### src/rtl/irq_present_unit.sv
module irq_present_unit #(
  parameter int PRIO_W  = 8,
  parameter int SRC_W   = 24,
  parameter int IPI_SRC = 2,
  localparam int WORD_W = PRIO_W + SRC_W
) (
  input  logic              clk,
  input  logic              rst_n,
  input  logic              offer_valid,
  input  logic [SRC_W-1:0]  offer_src,
  input  logic [PRIO_W-1:0] offer_prio,
  input  logic              cmd_valid,
  input  logic [1:0]        cmd_op,
  input  logic [WORD_W-1:0] cmd_data,
  output logic              irq_out,
  output logic              offer_done,
  output logic              offer_ok,
  output logic              acc_valid,
  output logic [WORD_W-1:0] acc_word,
  output logic              reject_valid,
  output logic [SRC_W-1:0]  reject_src,
  output logic              resend_req,
  output logic              eoi_valid,
  output logic [SRC_W-1:0]  eoi_src
);
  localparam logic [1:0] OP_ACCEPT = 2'd0;
  localparam logic [1:0] OP_THRESH = 2'd1;
  localparam logic [1:0] OP_IPRIO  = 2'd2;
  localparam logic [1:0] OP_EOI    = 2'd3;
  localparam logic [PRIO_W-1:0] LEAST = '1;
  localparam logic [SRC_W-1:0]  IPI   = SRC_W'(IPI_SRC);

  logic [PRIO_W-1:0] thr_q, ipr_q, pend_pri_q;
  logic [SRC_W-1:0]  pend_src_q;
  logic              refused_q;

  logic [PRIO_W-1:0] thr_d, ipr_d, pend_pri_d;
  logic [SRC_W-1:0]  pend_src_d;
  logic              refused_d;

  logic [SRC_W-1:0]  rej_d, eoi_src_d;
  logic              resend_d, acc_d, eoi_d, done_d, ok_d;
  logic              lower_en;
  logic [PRIO_W-1:0] lower_val;

  wire [PRIO_W-1:0] arg   = cmd_data[PRIO_W-1:0];
  wire [PRIO_W-1:0] hi    = cmd_data[WORD_W-1:SRC_W];
  wire [SRC_W-1:0]  lo    = cmd_data[SRC_W-1:0];
  wire              fits  = (thr_q > offer_prio) && (ipr_q > offer_prio) &&
                            (pend_pri_q > offer_prio);

  assign irq_out = (pend_src_q != '0) && (pend_pri_q < thr_q);

  always_comb begin
    thr_d      = thr_q;
    ipr_d      = ipr_q;
    pend_pri_d = pend_pri_q;
    pend_src_d = pend_src_q;
    refused_d  = refused_q;
    rej_d      = '0;
    resend_d   = 1'b0;
    acc_d      = 1'b0;
    eoi_d      = 1'b0;
    eoi_src_d  = '0;
    done_d     = 1'b0;
    ok_d       = 1'b0;
    lower_en   = 1'b0;
    lower_val  = '0;

    if (cmd_valid) begin
      unique case (cmd_op)
        OP_ACCEPT: begin
          acc_d = 1'b1;
          if (pend_src_q != '0) begin
            thr_d      = pend_pri_q;
            pend_pri_d = LEAST;
            pend_src_d = '0;
          end
        end
        OP_THRESH: begin
          if (arg > thr_q) begin
            lower_en  = 1'b1;
            lower_val = arg;
          end else if (arg < thr_q) begin
            thr_d = arg;
            if (arg <= pend_pri_q) begin
              rej_d      = pend_src_q;
              pend_src_d = '0;
              pend_pri_d = LEAST;
            end
          end
        end
        OP_IPRIO: begin
          ipr_d = arg;
          if (arg < thr_q && arg <= pend_pri_q) begin
            rej_d      = pend_src_q;
            pend_pri_d = arg;
            pend_src_d = IPI;
          end
          if (arg > ipr_q) begin
            resend_d  = refused_q;
            refused_d = 1'b0;
          end
        end
        OP_EOI: begin
          lower_en  = 1'b1;
          lower_val = hi;
          if (lo != IPI) begin
            eoi_d     = 1'b1;
            eoi_src_d = lo;
          end
        end
        default: ;
      endcase
    end

    if (lower_en) begin
      thr_d = lower_val;
      if (ipr_q < lower_val && ipr_q <= pend_pri_q) begin
        pend_pri_d = ipr_q;
        pend_src_d = IPI;
      end
      resend_d  = refused_q;
      refused_d = 1'b0;
    end

    if (offer_valid) begin
      done_d = 1'b1;
      if (cmd_valid) begin
        refused_d = 1'b1;
      end else if (fits) begin
        ok_d       = 1'b1;
        rej_d      = pend_src_q;
        pend_src_d = offer_src;
        pend_pri_d = offer_prio;
      end else begin
        refused_d = 1'b1;
      end
    end
  end

  always_ff @(posedge clk) begin
    if (!rst_n) begin
      thr_q        <= '0;
      ipr_q        <= LEAST;
      pend_pri_q   <= LEAST;
      pend_src_q   <= '0;
      refused_q    <= 1'b0;
      offer_done   <= 1'b0;
      offer_ok     <= 1'b0;
      acc_valid    <= 1'b0;
      acc_word     <= '0;
      reject_valid <= 1'b0;
      reject_src   <= '0;
      resend_req   <= 1'b0;
      eoi_valid    <= 1'b0;
      eoi_src      <= '0;
    end else begin
      thr_q        <= thr_d;
      ipr_q        <= ipr_d;
      pend_pri_q   <= pend_pri_d;
      pend_src_q   <= pend_src_d;
      refused_q    <= refused_d;
      offer_done   <= done_d;
      offer_ok     <= ok_d;
      acc_valid    <= acc_d;
      acc_word     <= acc_d ? {thr_q, pend_src_q} : '0;
      reject_valid <= (rej_d != '0) && (rej_d != IPI);
      reject_src   <= rej_d;
      resend_req   <= resend_d;
      eoi_valid    <= eoi_d;
      eoi_src      <= eoi_src_d;
    end
  end
endmodule

### config.mk
export PLATFORM = sky130hd
export DESIGN_NAME = irq_present_unit
export DESIGN_NICKNAME = d
export VERILOG_FILES = /design/src/rtl/irq_present_unit.sv
export SDC_FILE = /design/constraint.sdc
export NUM_CORES = 1
export LEC_CHECK = 0
export BUFFER_PORTS_ARGS = -buffer_cell sky130_fd_sc_hd__buf_2
export CAP_MARGIN = 10
export CORE_MARGIN = 4
export CORE_UTILIZATION = 36
export CTS_CLUSTER_SIZE = 30
export DETAILED_ROUTE_END_ITERATION = 8
export HOLD_SLACK_MARGIN = 0.06
export PLACE_DENSITY = 0.59
export SYNTH_ARGS = -nofsm -noshare
export SYNTH_HDL_FRONTEND = slang
export SYNTH_SLANG_ARGS = --single-unit
### constraint.sdc
create_clock -name clk -period 7.2 [get_ports clk]
set_input_delay 0.72 -clock clk [delete_from_list [all_inputs] [get_ports clk]]
set_output_delay 0.72 -clock clk [all_outputs]
set_load 0.005 [all_outputs]
==> tab_implementation.tex, run 1 <==
\begin{tabular}{lr}
\hline
Metric & Value \\
\hline
\multicolumn{2}{l}{\textbf{Global routing}} \\
Global route total overflow & 0 \\
Wire length of the first global-routing pass & 30700 microns \\
Maximum number of pins on one net before global-route repair & 34 \\
Number of antenna violations at the first check in global routing & 0 \\
Vias in the first global route & 5377 \\
Total routing resource utilization after global routing & 19.7\% \\
\multicolumn{2}{l}{\textbf{Place}} \\
Placed cell areas & 7520 sq um \\
Placer Congestion & 0.938 \\
Number of cells after detailed placement & 1025 \\
HPWL after detailed placement & 14800 microns \\
Count of port buffers added during placement & 156 \\
\multicolumn{2}{l}{\textbf{STA}} \\
Fmax & 211 MHz \\
Share of the clock period used by the worst path after layout & 65.8\% \\
Fin. max-slew vios & 0 \\
Setup Viol. Count Final & 0 \\
Time the worst path needs with I/O delays and setup & 4.74 ns \\
Number of hold-slack violations in the final timing report & 0 \\
Normalized max-slew margin & 39.8\% \\
RSZ-0062 raised after global routing & false \\
TNS Setup & 0 ns \\
Worst-Margin Slew & 0.903 ns \\
Final Skew & 0.00726 ns \\
\multicolumn{2}{l}{\textbf{Clock tree}} \\
Number of buffers on the longest clock path & 2 \\
Number of clock buffers inserted by TritonCTS & 17 \\
Post-CTS Setup Repair Bufs & 0 \\
Clock transition at the register clock pins on the worst setup and hold paths after CTS & 0.06 ns \\
Clock sink count & 135 \\
Hold-fix buffers, CTS & 0 \\
H-tree lvl count & 4 \\
TritonCTS clock tree & done \\
Cell at the root of the clock tree & sky130\_fd\_sc\_hd\_\_clkbuf\_16 \\
CTS-repair resized insts & 0 \\
Skew-Pair Late Insertion Delay & 0.42 ns \\
\multicolumn{2}{l}{\textbf{Layout}} \\
Count of filler cells inserted in the layout & 1742 \\
Fin util & 45.1\% \\
Most common cell after layout, fill and taps aside & sky130\_fd\_sc\_hd\_\_buf\_2 \\
Area used by multi-input combinational logic & 3570 sq um \\
Share of layout cells above drive strength 1 & 28.0\% \\
Number of standard cells in the layout, taps in and fillers out & 1058 \\
Total area of sequential cells & 2700 sq um \\
Fin area & 8110 sq um \\
Final antenna diode count & 0 \\
Layout Area Growth over Synthesis & 23.4\% \\
Most frequent cells in the layout & sky130\_fd\_sc\_hd\_\_buf\_2, sky130\_fd\_sc\_hd\_\_dfxtp\_1, sky130\_fd\_sc\_hd\_\_and2\_1, sky130\_fd\_sc\_hd\_\_ha\_1, sky130\_fd\_sc\_hd\_\_inv\_1 \\
Nets & 960 \\
\multicolumn{2}{l}{\textbf{Floorplan}} \\
Number of core rows & 49 \\
Die area & 20500 sq um \\
Die height & 143 microns \\
Core ar. & 18000 sq um \\
Effective utilization at floorplan & 36.6\% \\
Ports placed on the boundary & 157 \\
Horizontal extent of the die & 143 microns \\
\multicolumn{2}{l}{\textbf{Critical path}} \\
Kind of capture point of the worst setup path & register \\
WP data arrival & 5.10 ns \\
Most frequent CP cell & sky130\_fd\_sc\_hd\_\_ha\_1 \\
Cell-by-cell trace of the critical path & inv\_1 > ha\_1 > nand2\_1 > o21ai\_1 > o211a\_1 > a22oi\_1 > or2\_2 > ha\_1 > o211ai\_1 > a311oi\_1 > a211oi\_2 > buf\_4 > nor4\_4 > buf\_6 > a22o\_1 \\
Critical path's largest stage delay & 0.69 ns \\
Start-to-end type of the worst setup path & reg2reg \\
Cell type of the slowest stage on the worst timing path & sky130\_fd\_sc\_hd\_\_o21ai\_1 \\
Biggest fanout along the worst timing path & 14 \\
Req. time, crit path & 7.56 ns \\
Worst setup SP type & register \\
\multicolumn{2}{l}{\textbf{Power}} \\
Power density relative to cell area & 241 nW/um\^{}2 \\
Final total power & 1.95 mW \\
Pleak & 3.75 nW \\
Worst IR drop on VDD & 0.171 mV \\
\multicolumn{2}{l}{\textbf{Route}} \\
Detailed-route DRC error count & 0 \\
Routed wire length & 19800 microns \\
Drt initial violations & 334 \\
Mean routed wirelength per cell & 18.7 microns \\
Vias per Instance & 5.28 \\
Number of nets with antenna violations after detailed routing & 0 \\
Total number of vias & 5586 \\
First-pass DRT Iterations & 5 \\
\multicolumn{2}{l}{\textbf{Synthesis}} \\
Number of synthesized flops with an enable pin & 0 \\
Post-synthesis instance area & 6570 sq um \\
Yosys synthesis warning count & 0 \\
Number of distinct library cell variants in the gate-level netlist after synthesis & 65 \\
Syn Inst Count & 660 \\
Mean area per synthesized cell & 9.95 sq um \\
Most used DFF post-synth & sky130\_fd\_sc\_hd\_\_dfxtp\_1 \\
Proportion of register bits with asynchronous set or reset after synthesis & 0\% \\
Total nets after synthesis & 804 \\
Number of flip-flops and latches in the synthesized netlist & 135 \\
Sequential share of the synthesized area & 41.1\% \\
\multicolumn{2}{l}{\textbf{Worst hold path}} \\
Min-delay worst type & reg2reg \\
\multicolumn{2}{l}{\textbf{Run status}} \\
Run status & finished clean \\
\multicolumn{2}{l}{\textbf{Run}} \\
Max-cap check violation count & 0 \\
\hline
\end{tabular}
-- worst paths after layout --
check	startpoint	to	slack, ns	cells past startpoint
max reg2reg	thr_q[7]$_SDFFE_PN0P_	pend_src_q[19]$_SDFF_PN0_	2.46	15
min reg2reg	refused_q$_SDFF_PN0_	resend_req$_SDFF_PN0_	0.44	2
max	thr_q[7]$_SDFFE_PN0P_	pend_src_q[19]$_SDFF_PN0_	2.46	15
min	refused_q$_SDFF_PN0_	resend_req$_SDFF_PN0_	0.44	2
-- critical path, delay by kind of cell, from the launching register on --
family	cells	cell delay, ns
adders and majority gates	2	0.66
AOI/OAI and AO/OA	7	2.00
buffers and inverters	3	0.63
DFF	1	0.43
and+or+nand+nor	3	0.94
-- cells in the mapped netlist (all sizes together), types with 3 or more instances --
cell type,n,share of area (%)
dfxtp,135,41
and2,82,7.8
ha,74,14
inv,38,2.2
nand2,29,1.7
nor4,28,3.7
a21oi,24,1.9
nor2,24,1.4
a22o,23,3.1
o21ai,17,1.3
buf,14,1.8
o211ai,13,1.6
a211oi,12,1.6
a21o,12,1.4
clkbuf,12,0.69
nand4,12,1.1
nor3,11,1.2
a221o,10,1.5
or2,10,0.95
o31ai,9,1.1
a311oi,8,1.1
mux2i,8,1.2
nand3,8,0.69
a22oi,7,0.80
o22ai,7,0.67
nor2b,6,0.69
nand2b,4,0.38
o21a,3,0.48
o21bai,3,0.34
-- area by class of cell --
class                           instances  share of cell area [%]
Multi-Input combinational cell        461                    44.0
Sequential cell                       135                    33.3
Timing Repair Buffer                  163                    10.3
Clock buffer                           18                    5.42
Tap cell                              229                    3.53
Inverter                               38                    1.76
Clock inverter                         14                    1.64
-- per-stage QoR --
step | worst slack [ns] | hold WS (ns)
5_1_grt | 2.17 | 0.458
6_report | 2.46 | 0.441
2_1_floorplan | 3.18 | 0.419
4_1_cts | 2.20 | 0.443
3_5_place_dp | 1.91 | 0.438
3_3_place_gp | 1.99 | 0.432
-- sequential cells by signal, indices dropped and copies added (netlist names) --
signal / flops
reject_valid: 1
resend_req: 1
refused_q: 1
offer_ok: 1
thr_q: 8
acc_valid: 1
eoi_valid: 1
reject_src: 24
pend_pri_q: 8
offer_done: 1
pend_src_q: 24
ipr_q: 8
eoi_src: 24
acc_word: 32
-- power breakdown --
group / total, mW / switching (mW) / internal, mW
logic: 0.317 / 0.191 / 0.126
registers: 0.797 / 0.0300 / 0.767
clock network: 0.839 / 0.373 / 0.465
total: 1.95 / 0.594 / 1.36
-- cells by family after synthesis --
| group | count (synthesis) | share of synthesized area [%] |
|---|---|---|
| AO/OA/AOI/OAI | 161 | 18.8 |
| buffers and inverters | 64 | 4.63 |
| adder cells (fa/ha/maj) | 74 | 14.1 |
| multiplexers | 8 | 1.22 |
| flip-flops | 135 | 41.1 |
| AND/OR/NAND/NOR | 218 | 20.1 |
-- metal layers --
metal	vias to the layer above	global-route usage (%)	part of all wire [%]
li1	2740	-	-
met1	2606	25.8	46
met2	205	31.4	45
met3	35	4.32	6.5
met4	0	8.00	3.0
met5	-	0	0
Power figures use the tool's default switching activity.
==> inputs of run 2 (changes only) <==
--- a/config.mk
+++ b/config.mk
@@ -12,7 +12,7 @@
 export CTS_CLUSTER_SIZE = 30
 export DETAILED_ROUTE_END_ITERATION = 8
 export HOLD_SLACK_MARGIN = 0.06
-export PLACE_DENSITY = 0.59
+export PLACE_DENSITY = 0.62
 export SYNTH_ARGS = -nofsm -noshare
 export SYNTH_HDL_FRONTEND = slang
 export SYNTH_SLANG_ARGS = --single-unit
==> constraint.sdc (replaced) <==
create_clock -name clk -period 4.2 [get_ports clk]
set_input_delay 0.42 -clock clk [delete_from_list [all_inputs] [get_ports clk]]
set_output_delay 0.42 -clock clk [all_outputs]
set_load 0.005 [all_outputs]
==> run 2 against run 1 <==
  * Non-clock buffer count is 18 higher
  * Sequential share of layout area is 0.50 points lower
  * Clock-buffer cell count is 1 lower
  * Clock power is 68% higher
  * Cell count is 1.7% higher
  * Total power is 71% higher
  * Register-to-register slack worse by 2.2 ns
  * First-iteration DRC count is 6.6% lower
  * Critical path type unchanged
  * Critical endpoint is now pend_src_q[10]$_SDFF_PN0_
  * Largest cell class unchanged
==> tab_implementation.tex, run 2 (same netlist as run 1, synthesis figures left out) <==
\begin{tabular}{lr}
\hline
Metric & Value \\
\hline
\multicolumn{2}{l}{\textbf{Critical path}} \\
Req. time, crit path & 4.51 ns (-3.05 ns) \\
Worst setup SP type & register \\
Cell type of the slowest stage on the worst timing path & sky130\_fd\_sc\_hd\_\_dfxtp\_1 \\
Start-to-end type of the worst setup path & reg2reg \\
Cell-by-cell trace of the critical path & inv\_1 > ha\_1 > nand4\_1 > a21oi\_2 > o211a\_1 > a22oi\_1 > or2\_2 > ha\_1 > a21o\_1 > a21o\_1 > a221o\_1 > a211oi\_2 > buf\_4 > nor4\_4 > buf\_4 > a22o\_1 \\
Kind of capture point of the worst setup path & register \\
WP data arrival & 4.24 ns (-0.86 ns) \\
Biggest fanout along the worst timing path & 23 (+9) \\
Depth of the worst register-to-register path & 16 (+1) \\
Critical path's largest stage delay & 0.39 ns (-0.30 ns) \\
\multicolumn{2}{l}{\textbf{Floorplan}} \\
Die area & 20500 sq um (unchanged) \\
Horizontal extent of the die & 143 microns (unchanged) \\
Effective utilization at floorplan & 36.6\% (unchanged) \\
Ports placed on the boundary & 157 (unchanged) \\
Core ar. & 18000 sq um (unchanged) \\
Number of core rows & 49 (unchanged) \\
Die height & 143 microns (unchanged) \\
\multicolumn{2}{l}{\textbf{Route}} \\
Routed wire length & 19300 microns (-2.7\%) \\
Detailed-route DRC error count & 0 (unchanged) \\
First-pass DRT Iterations & 5 (unchanged) \\
Vias per Instance & 5.21 (-1.3\%) \\
Mean routed wirelength per cell & 17.9 microns (-4.4\%) \\
Number of nets with antenna violations after detailed routing & 0 (unchanged) \\
Total number of vias & 5605 (+0.34\%) \\
Drt initial violations & 312 (-6.6\%) \\
\multicolumn{2}{l}{\textbf{Clock tree}} \\
Number of buffers on the longest clock path & 2 (unchanged) \\
Post-CTS Setup Repair Bufs & 0 (unchanged) \\
H-tree lvl count & 4 (unchanged) \\
Hold-fix buffers, CTS & 0 (unchanged) \\
Number of clock buffers inserted by TritonCTS & 17 (unchanged) \\
Skew-Pair Late Insertion Delay & 0.42 ns (about the same) \\
TritonCTS clock tree & done \\
Clock transition at the register clock pins on the worst setup and hold paths after CTS & 0.06 ns (about the same) \\
Cell at the root of the clock tree & sky130\_fd\_sc\_hd\_\_clkbuf\_16 \\
Clock sink count & 135 (unchanged) \\
CTS-repair resized insts & 0 (unchanged) \\
\multicolumn{2}{l}{\textbf{Global routing}} \\
Global route total overflow & 0 (unchanged) \\
Wire length of the first global-routing pass & 30400 microns (-0.99\%) \\
Number of antenna violations at the first check in global routing & 0 (unchanged) \\
Maximum number of pins on one net before global-route repair & 39 (+15\%) \\
Vias in the first global route & 5511 (+2.5\%) \\
Total routing resource utilization after global routing & 19.2\% (-0.52 points) \\
\multicolumn{2}{l}{\textbf{Power}} \\
Final total power & 3.34 mW (+71\%) \\
Worst IR drop on VDD & 0.289 mV (+69\%) \\
Pleak & 3.84 nW (+2.3\%) \\
Power density relative to cell area & 406 nW/um\^{}2 (+69\%) \\
\multicolumn{2}{l}{\textbf{Worst hold path}} \\
Min-delay worst type & in2reg \\
Hold path cells & 2 (unchanged) \\
\multicolumn{2}{l}{\textbf{Layout}} \\
Nets & 978 (+1.9\%) \\
Most frequent cells in the layout & sky130\_fd\_sc\_hd\_\_buf\_2, sky130\_fd\_sc\_hd\_\_dfxtp\_1, sky130\_fd\_sc\_hd\_\_and2\_1, sky130\_fd\_sc\_hd\_\_ha\_1, sky130\_fd\_sc\_hd\_\_inv\_1 \\
Layout Area Growth over Synthesis & 25.3\% \\
Share of layout cells above drive strength 1 & 29.5\% (+1.5 points) \\
Top reg by flops & acc\_word \\
Final antenna diode count & 0 (unchanged) \\
Max reg flops & 32 (unchanged) \\
Most common cell after layout, fill and taps aside & sky130\_fd\_sc\_hd\_\_buf\_2 \\
\multicolumn{2}{l}{\textbf{STA}} \\
Setup Viol. Count Final & 0 (unchanged) \\
Time the worst path needs with I/O delays and setup & 3.93 ns (-0.809 ns) \\
Share of the clock period used by the worst path after layout & 93.5\% (+28 points) \\
TNS Setup & 0 ns (unchanged) \\
Worst-Margin Slew & 0.845 ns (-0.0573 ns) \\
Fin. max-slew vios & 0 (unchanged) \\
Fmax & 255 MHz (+21\%) \\
Final Skew & 0.00874 ns (+0.00148 ns) \\
RSZ-0062 raised after global routing & false \\
Normalized max-slew margin & 43.7\% (+3.8 points) \\
Number of hold-slack violations in the final timing report & 0 (unchanged) \\
\multicolumn{2}{l}{\textbf{Place}} \\
Count of port buffers added during placement & 156 (unchanged) \\
Placer Congestion & 0.880 (-6.1\%) \\
HPWL after detailed placement & 14900 microns (+0.29\%) \\
\multicolumn{2}{l}{\textbf{Run}} \\
Max-cap check violation count & 0 (unchanged) \\
\multicolumn{2}{l}{\textbf{Run status}} \\
Run status & finished clean \\
\hline
\end{tabular}
[run 2: worst paths after layout]
check,start,to,slack [ns]
worst max register to register,thr_q[5]$_SDFFE_PN0P_,pend_src_q[10]$_SDFF_PN0_,0.27
worst min register to register,refused_q$_SDFF_PN0_,resend_req$_SDFF_PN0_,0.45
worst max-delay path,thr_q[5]$_SDFFE_PN0P_,pend_src_q[10]$_SDFF_PN0_,0.27
worst min-delay path,cmd_data[12],eoi_src[12]$_SDFF_PN0_,0.22
[run 2: metrics by stage]
| stage | cells | hold slack, ns | setup WS [ns] | instance area (sq um) | utilization (%) |
|---|---|---|---|---|---|
| after floorplan | 660 | 0.419 | 0.476 | 6570 | - |
| after global placement | 1044 | 0.433 | 0.319 | 7670 | 42.7 |
| after detailed placement | 1044 | 0.436 | 0.238 | 7670 | 42.7 |
| after CTS | 1076 | 0.197 | 0.291 | 8230 | 45.8 |
| after global routing | 1076 | 0.205 | 0.0560 | 8230 | 45.8 |
| final | 1076 | 0.215 | 0.273 | 8230 | 45.8 |
[run 2: critical path: cells and delay by family, from the launching register on]
kind / cells / cell delay [ns]
AO/OA/AOI/OAI: 8 / 1.67
adder cells (fa/ha/maj): 2 / 0.62
AND/OR/NAND/NOR: 3 / 0.58
buffers and inverters: 3 / 0.56
flip-flops: 1 / 0.39
[run 2: routing by layer]
layer / GRT usage, % / share of wire (%) / vias up
li1: - / - / 2780
met1: 24.9 / 44 / 2543
met3: 4.32 / 7.5 / 43
met2: 30.9 / 45 / 239
met4: 7.65 / 3.0 / 0
met5: 0 / 0 / -
[run 2: cell type report]
type	instances	area, sq um
timing repair buffer	181	968
fill	1757	9730
inverter	38	143
tap	229	287
multi-input combinational	461	3570
sequential	135	2700
clock buffer	17	425
clock inverter	15	138
[run 2: report_power, final]
| part | internal [mW] | switching (mW) | total, mW |
|---|---|---|---|
| registers | 1.31 | 0.0427 | 1.36 |
| logic | 0.231 | 0.339 | 0.570 |
| clock network | 0.780 | 0.633 | 1.41 |
| total | 2.33 | 1.01 | 3.34 |
==> inputs of run 3 (changes only) <==
--- a/config.mk
+++ b/config.mk
@@ -5,6 +5,7 @@
 export SDC_FILE = /design/constraint.sdc
 export NUM_CORES = 1
 export LEC_CHECK = 0
+export ABC_AREA = 1
 export BUFFER_PORTS_ARGS = -buffer_cell sky130_fd_sc_hd__buf_2
 export CAP_MARGIN = 10
 export CORE_MARGIN = 4
@@ -12,7 +13,7 @@
 export CTS_CLUSTER_SIZE = 30
 export DETAILED_ROUTE_END_ITERATION = 8
 export HOLD_SLACK_MARGIN = 0.06
-export PLACE_DENSITY = 0.62
+export PLACE_DENSITY = 0.61
 export SYNTH_ARGS = -nofsm -noshare
 export SYNTH_HDL_FRONTEND = slang
 export SYNTH_SLANG_ARGS = --single-unit
==> run 3 against run 2 <==
  * Global-route usage is 0.76 points higher
  * Sequential power about the same
  * Worst hold slack lost 0.020 ns
  * Synthesized cell count increased by 36%
  * Cell area is 2.2% higher
  * Synthesized area is 3.3% higher
  * Cell count grew 20%
  * Clock skew grew 0.0031 ns
  * Critical endpoint is now pend_src_q[23]$_SDFF_PN0_
  * Highest routed layer unchanged
==> tab_implementation.tex, run 3 <==
\begin{tabular}{lr}
\hline
Metric & Value \\
\hline
\multicolumn{2}{l}{\textbf{Critical path}} \\
Register-to-register setup slack & 0.77 ns (+0.49 ns) \\
Depth of the worst register-to-register path & 20 (+4) \\
WP data arrival & 3.73 ns (-0.51 ns) \\
Req. time, crit path & 4.50 ns (about the same) \\
Critical path's largest stage delay & 0.49 ns (+0.10 ns) \\
Most frequent CP cell & sky130\_fd\_sc\_hd\_\_nand2\_1 \\
Kind of capture point of the worst setup path & register \\
Worst r2r dst & pend\_src\_q[23]\$\_SDFF\_PN0\_ \\
Worst setup SP type & register \\
Buffers and inverters on the worst path & 1 (-2) \\
Cell-by-cell trace of the critical path & inv\_1 > ha\_1 > nand2\_1 > nand2\_1 > nand2\_1 > nand2\_1 > nand2\_1 > nand2\_2 > nand2\_4 > o21ai\_0 > nand2\_1 > ha\_1 > a21oi\_1 > nor2\_1 > nor2\_1 > nor2\_1 > nor4\_4 > nand2\_4 > nand2\_4 > o21ai\_0 \\
FF-to-FF Start & thr\_q[1]\$\_SDFFE\_PN0P\_ \\
Start-to-end type of the worst setup path & reg2reg \\
Biggest fanout along the worst timing path & 23 (unchanged) \\
Crit-path leading delay family & simple AND/OR/NAND/NOR gates \\
Cell type of the slowest stage on the worst timing path & sky130\_fd\_sc\_hd\_\_nor4\_4 \\
\multicolumn{2}{l}{\textbf{Floorplan}} \\
Die area & 21100 sq um (+3.1\%) \\
Core ar. & 18300 sq um (+1.7\%) \\
Die height & 145 microns (+1.5\%) \\
Number of core rows & 49 (unchanged) \\
Horizontal extent of the die & 145 microns (+1.5\%) \\
Effective utilization at floorplan & 37.1\% (+0.56 points) \\
Ports placed on the boundary & 157 (unchanged) \\
\multicolumn{2}{l}{\textbf{Clock tree}} \\
Number of buffers on the longest clock path & 2 (unchanged) \\
Cell at the root of the clock tree & sky130\_fd\_sc\_hd\_\_clkbuf\_16 \\
Hold-fix buffers, CTS & 0 (unchanged) \\
Clock transition at the register clock pins on the worst setup and hold paths after CTS & 0.06 ns (about the same) \\
CTS-repair resized insts & 0 (unchanged) \\
Clock sink count & 135 (unchanged) \\
H-tree lvl count & 4 (unchanged) \\
Number of clock buffers inserted by TritonCTS & 17 (unchanged) \\
Post-CTS Setup Repair Bufs & 0 (unchanged) \\
TritonCTS clock tree & done \\
Skew-Pair Late Insertion Delay & 0.42 ns (about the same) \\
\multicolumn{2}{l}{\textbf{Global routing}} \\
Total routing resource utilization after global routing & 19.9\% (+0.76 points) \\
Maximum number of pins on one net before global-route repair & 33 (-15\%) \\
Vias in the first global route & 6167 (+12\%) \\
Global route total overflow & 0 (unchanged) \\
Number of antenna violations at the first check in global routing & 0 (unchanged) \\
Wire length of the first global-routing pass & 33500 microns (+10\%) \\
\multicolumn{2}{l}{\textbf{Synthesis}} \\
Largest area contributor in the netlist & sky130\_fd\_sc\_hd\_\_dfxtp\_1 \\
Number of flip-flops and latches in the synthesized netlist & 135 (unchanged) \\
Yosys synthesis warning count & 0 (unchanged) \\
Area fraction of the dominant cell type after synthesis & 39.8\% (-1.3 points) \\
Sequential share of the synthesized area & 39.8\% (-1.3 points) \\
Number of distinct library cell variants in the gate-level netlist after synthesis & 35 (-46\%) \\
Mean area per synthesized cell & 7.55 sq um (-24\%) \\
Post-Synth XOR/XNOR Area & 0\% (unchanged) \\
Multiplexer area fraction after synthesis & 0\% (-1.2 points) \\
Most instantiated cells after synthesis & sky130\_fd\_sc\_hd\_\_nand2\_1, sky130\_fd\_sc\_hd\_\_dfxtp\_1, sky130\_fd\_sc\_hd\_\_inv\_1, sky130\_fd\_sc\_hd\_\_nor2\_1, sky130\_fd\_sc\_hd\_\_ha\_1 \\
Simple-gate portion of the synthesized area & 25.0\% (+4.8 points) \\
Post-synthesis instance area & 6780 sq um (+3.3\%) \\
Most used DFF post-synth & sky130\_fd\_sc\_hd\_\_dfxtp\_1 \\
Top cells by area in the synthesized netlist & sky130\_fd\_sc\_hd\_\_dfxtp\_1, sky130\_fd\_sc\_hd\_\_ha\_1, sky130\_fd\_sc\_hd\_\_nand2\_1, sky130\_fd\_sc\_hd\_\_inv\_1, sky130\_fd\_sc\_hd\_\_nor2\_1 \\
Compound-gate portion of the synthesized area & 12.6\% (-6.2 points) \\
Combinational family with the most area after synthesis & simple AND/OR/NAND/NOR gates \\
Syn Inst Count & 898 (+36\%) \\
Most repeated cell in the gate-level netlist after synthesis & sky130\_fd\_sc\_hd\_\_nand2\_1 \\
Number of synthesized flops with an enable pin & 0 (unchanged) \\
Total nets after synthesis & 1042 (+30\%) \\
Proportion of register bits with asynchronous set or reset after synthesis & 0\% (unchanged) \\
Arithmetic-cell share of the synthesized area counting full adders, half adders and majority gates & 13.6\% (-0.45 points) \\
\multicolumn{2}{l}{\textbf{Layout}} \\
Layout Area Growth over Synthesis & 24.0\% \\
Max reg flops & 32 (unchanged) \\
Nets & 1196 (+22\%) \\
Fin area & 8410 sq um (+2.2\%) \\
Final antenna diode count & 0 (unchanged) \\
Share of layout cells above drive strength 1 & 21.4\% (-8.1 points) \\
Top reg by flops & acc\_word \\
Most common cell after layout, fill and taps aside & sky130\_fd\_sc\_hd\_\_nand2\_1 \\
Fin util & 46.0\% (+0.23 points) \\
Most frequent cells in the layout & sky130\_fd\_sc\_hd\_\_nand2\_1, sky130\_fd\_sc\_hd\_\_buf\_2, sky130\_fd\_sc\_hd\_\_dfxtp\_1, sky130\_fd\_sc\_hd\_\_inv\_1, sky130\_fd\_sc\_hd\_\_nor2\_1 \\
\multicolumn{2}{l}{\textbf{Worst hold path}} \\
Hold path cells & 3 (+1) \\
Min-delay worst type & in2reg \\
Worst Hold Path EP & pend\_src\_q[9]\$\_SDFF\_PN0\_ \\
Hold\_sp & offer\_src[9] \\
\multicolumn{2}{l}{\textbf{STA}} \\
Worst hold slack & 0.195 ns (-0.0203 ns) \\
Setup Viol. Count Final & 0 (unchanged) \\
RSZ-0062 raised after global routing & false \\
Fmax & 291 MHz (+14\%) \\
Time the worst path needs with I/O delays and setup & 3.43 ns (-0.494 ns) \\
Final Skew & 0.0119 ns (+0.00313 ns) \\
Number of hold-slack violations in the final timing report & 0 (unchanged) \\
Share of the clock period used by the worst path after layout & 81.7\% (-12 points) \\
Worst-Margin Slew & 1.13 ns (+0.284 ns) \\
Normalized max-slew margin & 24.6\% (-19 points) \\
Fin. max-slew vios & 0 (unchanged) \\
TNS Setup & 0 ns (unchanged) \\
Setup ws final & 0.767 ns (+0.494 ns) \\
\multicolumn{2}{l}{\textbf{Place}} \\
Placer Congestion & 0.899 (+2.1\%) \\
Placed cell areas & 7750 sq um (+1.1\%) \\
HPWL after detailed placement & 16300 microns (+9.7\%) \\
Count of port buffers added during placement & 156 (unchanged) \\
Worst setup slack before clock tree synthesis & 0.636 ns (+0.398 ns) \\
\multicolumn{2}{l}{\textbf{Route}} \\
Total number of vias & 6319 (+13\%) \\
Drt initial violations & 326 (+4.5\%) \\
Number of nets with antenna violations after detailed routing & 0 (unchanged) \\
Mean routed wirelength per cell & 16.3 microns (-9.2\%) \\
Vias per Instance & 4.88 (-6.3\%) \\
Routed wire length & 21100 microns (+9.2\%) \\
Detailed-route DRC error count & 0 (unchanged) \\
First-pass DRT Iterations & 5 (unchanged) \\
\multicolumn{2}{l}{\textbf{Run}} \\
Max-cap check violation count & 0 (unchanged) \\
\multicolumn{2}{l}{\textbf{Power}} \\
Power density relative to cell area & 428 nW/um\^{}2 (+5.4\%) \\
Pleak & 4.22 nW (+10\%) \\
Worst IR drop on VDD & 0.271 mV (-6.1\%) \\
\multicolumn{2}{l}{\textbf{Run status}} \\
Run status & finished clean \\
\hline
\end{tabular}
==> run 3: changes by cell type after synthesis, moves of 20 or more <==
| cell | delta |
|---|---|
| sky130_fd_sc_hd__and2_1 | -81 |
| sky130_fd_sc_hd__nand2_1 | +166 |
| sky130_fd_sc_hd__o21ai_2 | +20 |
| sky130_fd_sc_hd__inv_1 | +83 |
| sky130_fd_sc_hd__a21oi_1 | +26 |
| sky130_fd_sc_hd__a22o_1 | -23 |
| sky130_fd_sc_hd__nand3_1 | +34 |
| sky130_fd_sc_hd__o21ai_0 | +29 |
| sky130_fd_sc_hd__nor2_1 | +96 |
==> run 3: kinds of logic after synthesis <==
family / count (synthesis)
fa+ha+maj: 74
simple gates: 399
compound gates: 139
flops: 135
buf+inv: 151
==> run 3: tightest hold or removal path, delay by kind of cell <==
family          cells  cell delay [ns]
buf+inv             1             0.08
simple gates        1             0.05
compound gates      1             0.04
==> run 3: per-stage QoR <==
step           total power, mW  cells
2_1_floorplan             1.76    898
3_3_place_gp              1.94   1262
3_5_place_dp              1.95   1262
4_1_cts                   3.63   1294
5_1_grt                   3.77   1294
6_report                  3.60   1294
==> run 3: layout make-up <==
| class | count | area (sq um) |
|---|---|---|
| clock buffer | 17 | 425 |
| clock inverter | 15 | 233 |
| fill | 1854 | 9860 |
| inverter | 124 | 468 |
| multi-input combinational | 612 | 3470 |
| sequential | 135 | 2700 |
| tap | 229 | 287 |
| timing repair buffer | 162 | 826 |
==> run 3: worst max path at each step <==
stage	cells after the start	end	slack, ns	start
finish	20	pend_src_q[23]$_SDFF_PN0_	0.77	thr_q[1]$_SDFFE_PN0P_
detailed placement	18	pend_src_q[23]$_SDFF_PN0_	0.64	cmd_data[7]
global placement	22	pend_src_q[23]$_SDFF_PN0_	0.73	cmd_data[0]
global route	18	pend_src_q[0]$_SDFF_PN0_	0.38	thr_q[7]$_SDFFE_PN0P_
CTS	20	pend_src_q[23]$_SDFF_PN0_	0.76	thr_q[3]$_SDFFE_PN0P_
floorplan	22	pend_src_q[10]$_SDFF_PN0_	1.30	cmd_data[0]
==> run 3: report_power, final <==
part           switching (mW)  internal [mW]  total [mW]  leakage (nW)
logic                   0.383          0.200       0.582          2.81
clock network           0.646           1.02        1.67         0.320
registers              0.0324           1.31        1.35          1.09
==> run 3: layer usage <==
| layer | share of wire, % | vias up | global-route usage, % |
|---|---|---|---|
| li1 | - | 3229 | - |
| met1 | 48 | 2832 | 26.8 |
| met2 | 44 | 211 | 31.5 |
| met3 | 5.5 | 47 | 3.87 |
| met4 | 3.0 | 0 | 8.21 |
| met5 | 0 | - | 0 |
